--- src/rtl/fcs_pkg.sv ---
package fcs_pkg;
  typedef enum logic [1:0] {
    ISS_NONE   = 2'd0,
    ISS_DIRECT = 2'd1,
    ISS_DEFER  = 2'd2,
    ISS_SKIP   = 2'd3
  } iss_kind_e;

  localparam int unsigned MIN_RATE = 2;
endpackage

--- src/rtl/fcs_phase_gen.sv ---
module fcs_phase_gen #(
  parameter int unsigned CW = 8,
  parameter int unsigned RW = 8
) (
  input  logic          clk,
  input  logic          rst_n,
  input  logic          arz_i,
  input  logic [CW-1:0] period_i,
  input  logic [CW-1:0] phase_i,
  input  logic [RW-1:0] rate_i,
  input  logic          en_i,
  output logic          tick_o
);
  import fcs_pkg::*;

  logic [CW-1:0] cnt_q;
  logic [CW:0]   cnt_inc;
  logic          rate_ok;
  logic          period_ok;

  assign cnt_inc   = {1'b0, cnt_q} + {{CW{1'b0}}, 1'b1};
  assign rate_ok   = (rate_i >= RW'(MIN_RATE));
  assign period_ok = (period_i != '0) && (phase_i < period_i);

  always_ff @(posedge clk) begin
    if (!rst_n) begin
      cnt_q <= '0;
    end else if (arz_i) begin
      if (cnt_inc >= {1'b0, period_i}) cnt_q <= '0;
      else                             cnt_q <= cnt_inc[CW-1:0];
    end
  end

  assign tick_o = arz_i && en_i && rate_ok && period_ok && (cnt_q == phase_i);
endmodule

--- src/rtl/fcs_ramp_step.sv ---
module fcs_ramp_step #(
  parameter int unsigned VW = 16
) (
  input  logic          clk,
  input  logic          rst_n,
  input  logic          en_i,
  input  logic          adv_i,
  input  logic [VW-1:0] min_i,
  input  logic [VW-1:0] max_i,
  input  logic [VW-1:0] step_i,
  output logic [VW-1:0] cur_o
);
  logic [VW:0]   sum;
  logic [VW-1:0] nxt;

  assign sum = {1'b0, cur_o} + {1'b0, step_i};
  assign nxt = (sum > {1'b0, max_i}) ? min_i : sum[VW-1:0];

  always_ff @(posedge clk) begin
    if (!rst_n)     cur_o <= '0;
    else if (!en_i) cur_o <= min_i;
    else if (adv_i) cur_o <= nxt;
  end
endmodule

--- src/rtl/fcs_issue.sv ---
module fcs_issue #(
  parameter int unsigned VW = 16
) (
  input  logic          clk,
  input  logic          rst_n,
  input  logic          arz_i,
  input  logic          data_due_i,
  input  logic          tick_i,
  input  logic [VW-1:0] cur_i,
  input  logic          int_ready_i,
  output logic          data_cmd_o,
  output logic          int_valid_o,
  output logic [VW-1:0] int_value_o,
  output logic [VW-1:0] hdr_o
);
  import fcs_pkg::*;

  logic          defer_q;
  logic [VW-1:0] stage_q;
  logic          accept;
  logic          busy;
  iss_kind_e     kind;

  assign accept = int_valid_o && int_ready_i;
  assign busy   = defer_q || (int_valid_o && !int_ready_i);

  always_comb begin
    if (!tick_i)         kind = ISS_NONE;
    else if (busy)       kind = ISS_SKIP;
    else if (data_due_i) kind = ISS_DEFER;
    else                 kind = ISS_DIRECT;
  end

  always_ff @(posedge clk) begin
    if (!rst_n) begin
      data_cmd_o  <= 1'b0;
      int_valid_o <= 1'b0;
      int_value_o <= '0;
      hdr_o       <= '0;
      defer_q     <= 1'b0;
      stage_q     <= '0;
    end else begin
      data_cmd_o <= arz_i && data_due_i;
      if (accept) begin
        hdr_o       <= int_value_o;
        int_valid_o <= 1'b0;
      end
      if (defer_q) begin
        int_valid_o <= 1'b1;
        int_value_o <= stage_q;
        defer_q     <= 1'b0;
      end
      case (kind)
        ISS_DIRECT: begin
          int_valid_o <= 1'b1;
          int_value_o <= cur_i;
        end
        ISS_DEFER: begin
          defer_q <= 1'b1;
          stage_q <= cur_i;
        end
        default: ;
      endcase
    end
  end
endmodule

--- src/rtl/frame_cmd_sched.sv ---
module frame_cmd_sched #(
  parameter int unsigned VW = 16,
  parameter int unsigned CW = 8,
  parameter int unsigned RW = 8
) (
  input  logic          clk,
  input  logic          rst_n,
  input  logic          arz_i,
  input  logic [RW-1:0] data_rate_i,
  input  logic [CW-1:0] step_period_i,
  input  logic [CW-1:0] step_phase_i,
  input  logic          ramp_en_i,
  input  logic [VW-1:0] ramp_min_i,
  input  logic [VW-1:0] ramp_max_i,
  input  logic [VW-1:0] ramp_step_i,
  input  logic          data_due_i,
  input  logic          int_ready_i,
  output logic          data_cmd_o,
  output logic          int_valid_o,
  output logic [VW-1:0] int_value_o,
  output logic [VW-1:0] hdr_o
);
  logic          tick;
  logic [VW-1:0] ramp_cur;

  fcs_phase_gen #(.CW(CW), .RW(RW)) u_phase (
    .clk      (clk),
    .rst_n    (rst_n),
    .arz_i    (arz_i),
    .period_i (step_period_i),
    .phase_i  (step_phase_i),
    .rate_i   (data_rate_i),
    .en_i     (ramp_en_i),
    .tick_o   (tick)
  );

  fcs_ramp_step #(.VW(VW)) u_ramp (
    .clk    (clk),
    .rst_n  (rst_n),
    .en_i   (ramp_en_i),
    .adv_i  (tick),
    .min_i  (ramp_min_i),
    .max_i  (ramp_max_i),
    .step_i (ramp_step_i),
    .cur_o  (ramp_cur)
  );

  fcs_issue #(.VW(VW)) u_issue (
    .clk         (clk),
    .rst_n       (rst_n),
    .arz_i       (arz_i),
    .data_due_i  (data_due_i),
    .tick_i      (tick),
    .cur_i       (ramp_cur),
    .int_ready_i (int_ready_i),
    .data_cmd_o  (data_cmd_o),
    .int_valid_o (int_valid_o),
    .int_value_o (int_value_o),
    .hdr_o       (hdr_o)
  );
endmodule

--- config.mk ---
export PLATFORM = sky130hd
export DESIGN_NAME = frame_cmd_sched
export DESIGN_NICKNAME = d
export VERILOG_FILES = /design/src/rtl/fcs_pkg.sv /design/src/rtl/fcs_phase_gen.sv /design/src/rtl/fcs_ramp_step.sv /design/src/rtl/fcs_issue.sv /design/src/rtl/frame_cmd_sched.sv
export SDC_FILE = /design/constraint.sdc
export NUM_CORES = 1
export LEC_CHECK = 0
export BUFFER_PORTS_ARGS = -buffer_cell sky130_fd_sc_hd__buf_2
export CAP_MARGIN = 20
export CORE_UTILIZATION = 45
export CTS_BUF_LIST = sky130_fd_sc_hd__clkbuf_4
export DETAILED_ROUTE_END_ITERATION = 6
export PLACE_DENSITY = 0.78
export SYNTH_ARGS = -nofsm -noshare
export SYNTH_HDL_FRONTEND = slang
export SYNTH_SLANG_ARGS = --single-unit
export TNS_END_PERCENT = 50
--- constraint.sdc ---
create_clock -name clk -period 10.4 [get_ports clk]
set_input_delay 1.04 -clock clk [delete_from_list [all_inputs] [get_ports clk]]
set_output_delay 1.04 -clock clk [all_outputs]
set_load 0.005 [all_outputs]
==> qor.yml, run 1 <==
antenna_found_initial: 1
worstSkewPairLatency_ns: 0.42
dieArea_mm2: 0.01078
maxCapViolCount: 0
synth_edf_count: 0
vias_per_cell: 5.591
grt_pass1_wl_um: 19160
power_switching_mw: 0.2305
initialDrtViolationCount: 210
p_clk_frac: 0.280
drt-total-wl_um: 11560
status: "completed"
rows: 36
hp-start: "u_issue.hdr_o[7]"
drive_above_1_share: 0.2222
worstPathRequired_ns: 10.68
vias: 4316
fp.dieH_um: 103.8
post-route-min-period_ns: 5.020
hpwl_um: 9125
min_period_over_period: 0.4827
rr_endpoint: "u_ramp.cur_o[8]"
grtUsageTotal: 0.2185
endpoint_kind: "flop"
cts-resized-gates: 0
p_per_area_mw_per_mm2: 131.4
core_region_area_mm2: 0.009910
io_buffers: 110
crit_fanout: 18
holdBufCountCts: 0
reg2reg_from: "u_ramp.cur_o[4]"
ys_warn_count: 0
final_common_cell: "buf_2"
internal_power_mw: 0.4832
worst_slew_pin_slew_ns: 1.063
crit_type: "primary input to flop"
area_growth_syn_to_layout_pct: 16.38
firstDrtPassIters: 5
report.final.setup_viol: 0
clockRootBuffer: "clkbuf_4"
total_power_mw: 0.7137
wire_per_inst_um: 14.97
cts_buffer_depth: 2
initial_core_util: 0.4710
peakVddDrop_mv: 0.06362
slew_headroom: 0.2874
ys_types: 59
async_flop_share: 0
clkSinkCount: 75
grt_start_max_net_pins: 30
final_max_slew_viol_count: 0
cts_tree: "built"
syn_inst: 535
leakagePower_nw: 2.712
gp_congestion: 0.9241
clk_pin_slew_ns: 0.12
rrSetupSlack_ns: 5.70
power_frac_seq: 0.434
ys_seq_elements: 75
hp-class: "flop to flop"
ys_seq_area_frac: 0.3217
p_sw_frac: 0.3230
reg2reg_depth: 16
syn_nets: 662
fin_skew_ns: 0.02100
synth_flop_cell: "dfxtp_1"
holdPathEnd: "u_issue.hdr_o[7]"
start_kind: "primary input"
numCtsBuffers: 9
layout_common_cells: "buf_2, dfxtp_1, nand2_1"
rsz0062_at_grt: "false"
final.fill_count: 927
die_w_um: 103.8
netlist_area_mm2: 0.004667
fmax_ghz: 0.1992
drcViolationCount: 0
num_io_pins: 112
hold_slack_ns: 0.4643
final.setup.tns_ns: 0
postCtsSetupBuffers: 0
comb_power_share: 0.286
finalHoldViolCount: 0
avgSynthCellArea_um2: 8.723
num_antenna_cells: 0
whs_path_depth: 2
ant_nets: 0
gr-total-overflow: 0
htreeDepth: 3
final_nets: 762
arrival_ns: 5.30
grt_pass1_vias: 4132
-- synth_stat cells, types with 3 or more instances --
| master | count | area [um2] |
|---|---|---|
| xnor2_1 | 14 | 122.6 |
| nand4_1 | 6 | 37.54 |
| and3_1 | 27 | 168.9 |
| ha_1 | 48 | 600.6 |
| a31oi_1 | 3 | 18.77 |
| o21a_1 | 3 | 22.52 |
| dfxtp_1 | 75 | 1501 |
| buf_6 | 3 | 33.78 |
| a41oi_1 | 4 | 35.03 |
| nor4_1 | 4 | 25.02 |
| a21oi_1 | 37 | 185.2 |
| nand3_1 | 13 | 65.06 |
| or3_1 | 3 | 18.77 |
| inv_1 | 33 | 123.9 |
| o211ai_1 | 3 | 22.52 |
| nor3_1 | 6 | 30.03 |
| a21o_1 | 9 | 67.56 |
| o211a_1 | 4 | 40.04 |
| mux2i_1 | 30 | 300.3 |
| nand2b_1 | 4 | 25.02 |
| clkbuf_1 | 13 | 48.80 |
| a221o_1 | 16 | 160.2 |
| o21ai_0 | 20 | 100.1 |
| nor2_1 | 31 | 116.4 |
| and2_1 | 3 | 18.77 |
| o22ai_1 | 4 | 25.02 |
| xor2_1 | 13 | 113.9 |
| buf_2 | 4 | 20.02 |
| nand2_1 | 65 | 244.0 |
-- critical path, cell delays in order --
cell,delay (ns)
buf_2,0.10
ha_1,0.36
and3_1,0.24
a2111oi_4,0.44
o21a_1,0.26
o21ai_1,0.09
a41o_1,0.23
a21oi_1,0.20
xnor2_1,0.14
ha_1,0.31
nand2_1,0.07
nor4_1,0.35
o21ai_0,0.17
nand4_1,0.14
a211o_1,0.73
mux2i_1,0.31
o21ai_0,0.10
-- cell type report --
cell class	count	area [um2]	area share
clock inverters	6	90.09	0.01659
clock buffers	9	67.56	0.01244
multi-input cells	405	2924	0.5384
flip-flops and latches	75	1501	0.2764
well taps	133	166.4	0.03064
inverters	33	123.9	0.02281
repair buffers	111	558.0	0.1027
-- per-stage QoR --
stage	instances	instance area, um2	util	setup slack [ns]
finish	772	5431	0.5481	5.380
global route	772	5431	0.5481	5.148
CTS	772	5431	0.5481	5.406
detailed placement	757	5274	0.5322	4.989
global placement	757	5274	0.5322	5.094
floorplan	535	4667	-	5.963
-- power by group through the flow --
stage	Combinational [mW]	Sequential, mW	Clock [mW]
floorplan	0.154	0.310	0
global placement	0.194	0.315	0
detailed placement	0.203	0.316	0
CTS	0.204	0.309	0.203
global route	0.230	0.311	0.217
finish	0.204	0.310	0.200
-- kinds of logic after synthesis --
kind of cell | share of synthesized area
AOI/OAI and AO/OA | 0.1904
and+or+nand+nor | 0.1858
DFF | 0.3217
adders and majority gates | 0.1330
xor gates and xnor gates | 0.05067
muxes | 0.06676
buffers and inverters | 0.05174
-- sequential cells by signal, summed over array words and instances (netlist names) --
signal,flops
u_issue.hdr_o,16
u_issue.int_valid_o,1
u_issue.defer_q,1
u_ramp.cur_o,16
u_phase.cnt_q,8
u_issue.data_cmd_o,1
u_issue.int_value_o,16
u_issue.stage_q,16
-- worst max path at each step --
stage / startpoint / endpoint / slack (ns) / depth (start not counted)
after floorplan: ramp_step_i[4] / u_ramp.cur_o[13] / 5.96 / 16
after global routing: ramp_step_i[4] / u_ramp.cur_o[14] / 5.15 / 17
after global placement: ramp_step_i[4] / u_ramp.cur_o[8] / 5.09 / 17
after CTS: ramp_step_i[4] / u_ramp.cur_o[8] / 5.41 / 17
after detailed placement: ramp_step_i[4] / u_ramp.cur_o[8] / 4.99 / 17
final: ramp_step_i[4] / u_ramp.cur_o[8] / 5.38 / 17
-- routing by layer --
layer / wire length, um / track usage / up-vias
li1: - / - / 2142
met1: 5284 / 0.2816 / 1987
met2: 5379 / 0.3667 / 169
met3: 746 / 0.04216 / 16
met4: 139 / 0.06939 / 2
met5: 10 / 0 / -
Note: power is estimated with default switching activity, not from simulation.
==> run 2, diff against run 1 <==
--- a/config.mk
+++ b/config.mk
@@ -10,7 +10,7 @@
 export CORE_UTILIZATION = 45
 export CTS_BUF_LIST = sky130_fd_sc_hd__clkbuf_4
 export DETAILED_ROUTE_END_ITERATION = 6
-export PLACE_DENSITY = 0.78
+export PLACE_DENSITY = 0.81
 export SYNTH_ARGS = -nofsm -noshare
 export SYNTH_HDL_FRONTEND = slang
 export SYNTH_SLANG_ARGS = --single-unit
==> constraint.sdc (replaced) <==
create_clock -name clk -period 4.5 [get_ports clk]
set_input_delay 0.45 -clock clk [delete_from_list [all_inputs] [get_ports clk]]
set_output_delay 0.45 -clock clk [all_outputs]
set_load 0.005 [all_outputs]
==> qor.yml, run 2 (synthesis results as in run 1) <==
status: "completed"  # unchanged
rows: 36  # unchanged
min_period_over_period: 0.9313
io_buffers: 110  # unchanged
worstSkewPairLatency_ns: 0.42  # about the same
worstPathRequired_ns: 4.80  # was 10.68 ns
crit_type: "flop to flop"  # was primary input to flop
drive_above_1_share: 0.2231  # was 0.2222
cts_tree: "built"  # unchanged
fin_area_mm2: 0.005388  # was 0.005431 mm2
clockRootBuffer: "clkbuf_4"  # unchanged
die_w_um: 103.8  # unchanged
ant_nets: 0  # unchanged
arrival_ns: 4.49  # was 5.30 ns
final.setup.tns_ns: 0  # unchanged
worst_slew_pin_slew_ns: 0.9779  # was 1.063 ns
gr-total-overflow: 0  # unchanged
final_max_slew_viol_count: 0  # unchanged
fp.dieH_um: 103.8  # unchanged
final_cells: 774  # was 772
fmax_ghz: 0.2386
final_common_cell: "buf_2"  # unchanged
dieArea_mm2: 0.01078  # unchanged
maxCapViolCount: 0  # unchanged
num_antenna_cells: 0  # unchanged
holdBufCountCts: 0  # unchanged
total_power_mw: 1.515  # was 0.7137 mW
report.final.setup_viol: 0  # unchanged
grt_pass1_wl_um: 19380  # was 19160 um
drcViolationCount: 0  # unchanged
antenna_found_initial: 0  # was 1
p_per_area_mw_per_mm2: 281.2  # was 131.4 mW/mm2
worst_slack_ns: 0.3092  # was 5.380 ns
gp_congestion: 0.9253  # was 0.9241
endpoint_kind: "flop"  # unchanged
clk_pin_slew_ns: 0.11  # was 0.12 ns
start_kind: "flop"  # was primary input
firstDrtPassIters: 4  # was 5
layout_common_cells: "buf_2, dfxtp_1, nand2_1"  # unchanged
slew_headroom: 0.3445  # was 0.2874
area_growth_syn_to_layout_pct: 15.44  # was 16.38%
crit_fanout: 7  # was 18
clkSinkCount: 75  # unchanged
hp-class: "primary input to flop"  # was flop to flop
rsz0062_at_grt: "false"  # unchanged
initial_core_util: 0.4710  # unchanged
final_nets: 765  # was 762
numCtsBuffers: 9  # unchanged
grtUsageTotal: 0.2209  # was 0.2185
placed_cells: 760  # was 757
finalHoldViolCount: 0  # unchanged
cts_buffer_depth: 2  # unchanged
initialDrtViolationCount: 222  # was 210
pre_cts_ws_ns: 0.05770  # was 4.989 ns
htreeDepth: 3  # unchanged
num_io_pins: 112  # unchanged
placed_cell_area_mm2: 0.005296  # was 0.005274 mm2
vias_per_cell: 5.492  # was 5.591
grt_start_max_net_pins: 42  # was 30
vias: 4251  # was 4316
leakagePower_nw: 2.699  # was 2.712 nW
peakVddDrop_mv: 0.1441  # was 0.06362 mV
hpwl_um: 9189  # was 9125 um
drt-total-wl_um: 11590  # was 11560 um
grt_pass1_vias: 4150  # was 4132
fin_skew_ns: 0.008984  # was 0.02100 ns
post-route-min-period_ns: 4.191
core_region_area_mm2: 0.009910  # unchanged
wire_per_inst_um: 14.98  # was 14.97 um
-- run 2: what timing repair did --
action                                  in CTS  in global routing
endpoints found under the setup margin       0                  9
buffers inserted                             0                  0
gates resized for setup                      0                  1
-- run 2: critical path, cell delays in order (launching register included) --
cell and delay (ns):
dfxtp_1 0.44, ha_1 0.33, and3_1 0.24, a2111oi_4 0.44, o21a_1 0.26, o21ai_1 0.09
a41o_1 0.22, a21oi_1 0.17, xnor2_1 0.12, ha_1 0.31, nand2_1 0.06, nor4_1 0.37
o21ai_0 0.15, nand4_1 0.12, a211o_2 0.22, buf_4 0.21, mux2i_1 0.20, o21ai_0 0.09
-- run 2: area by class of cell --
cell class	instances	area, um2
Clock buffer	9	67.56
Clock inverter	5	22.52
Fill cell	937	4522
Inverter	33	123.9
Multi-Input combinational cell	405	2925
Sequential cell	75	1501
Tap cell	133	166.4
Timing Repair Buffer	114	580.6
-- run 2: worst paths after layout --
path              cells past startpoint  slack, ns               end              from
setup / recovery                     17       0.31   u_ramp.cur_o[2]   u_ramp.cur_o[4]
hold / removal                        3       0.30   u_ramp.cur_o[3]     ramp_min_i[3]
setup reg to reg                     17       0.31   u_ramp.cur_o[2]   u_ramp.cur_o[4]
hold reg to reg                       2       0.46  u_issue.hdr_o[9]  u_issue.hdr_o[9]
-- run 2: stage by stage --
stage / hold WS, ns / utilization
6_report: 0.3024 / 0.5437
4_1_cts: 0.2728 / 0.5436
3_3_place_gp: 0.4402 / 0.5345
5_1_grt: 0.2930 / 0.5437
2_1_floorplan: 0.4516 / -
3_5_place_dp: 0.4430 / 0.5345
-- run 2: report_power, final --
group | internal (mW) | total [mW] | switching, mW
Sequential | 0.685 | 0.715 | 0.0297
Clock | 0.101 | 0.317 | 0.216
Combinational | 0.218 | 0.483 | 0.265
Total | 1.00 | 1.52 | 0.511
-- run 2: metal layers --
metal	track usage	part of all wire
met4	0.07245	0.011
met5	0	0
met3	0.05349	0.060
met1	0.2793	0.46
met2	0.3676	0.47
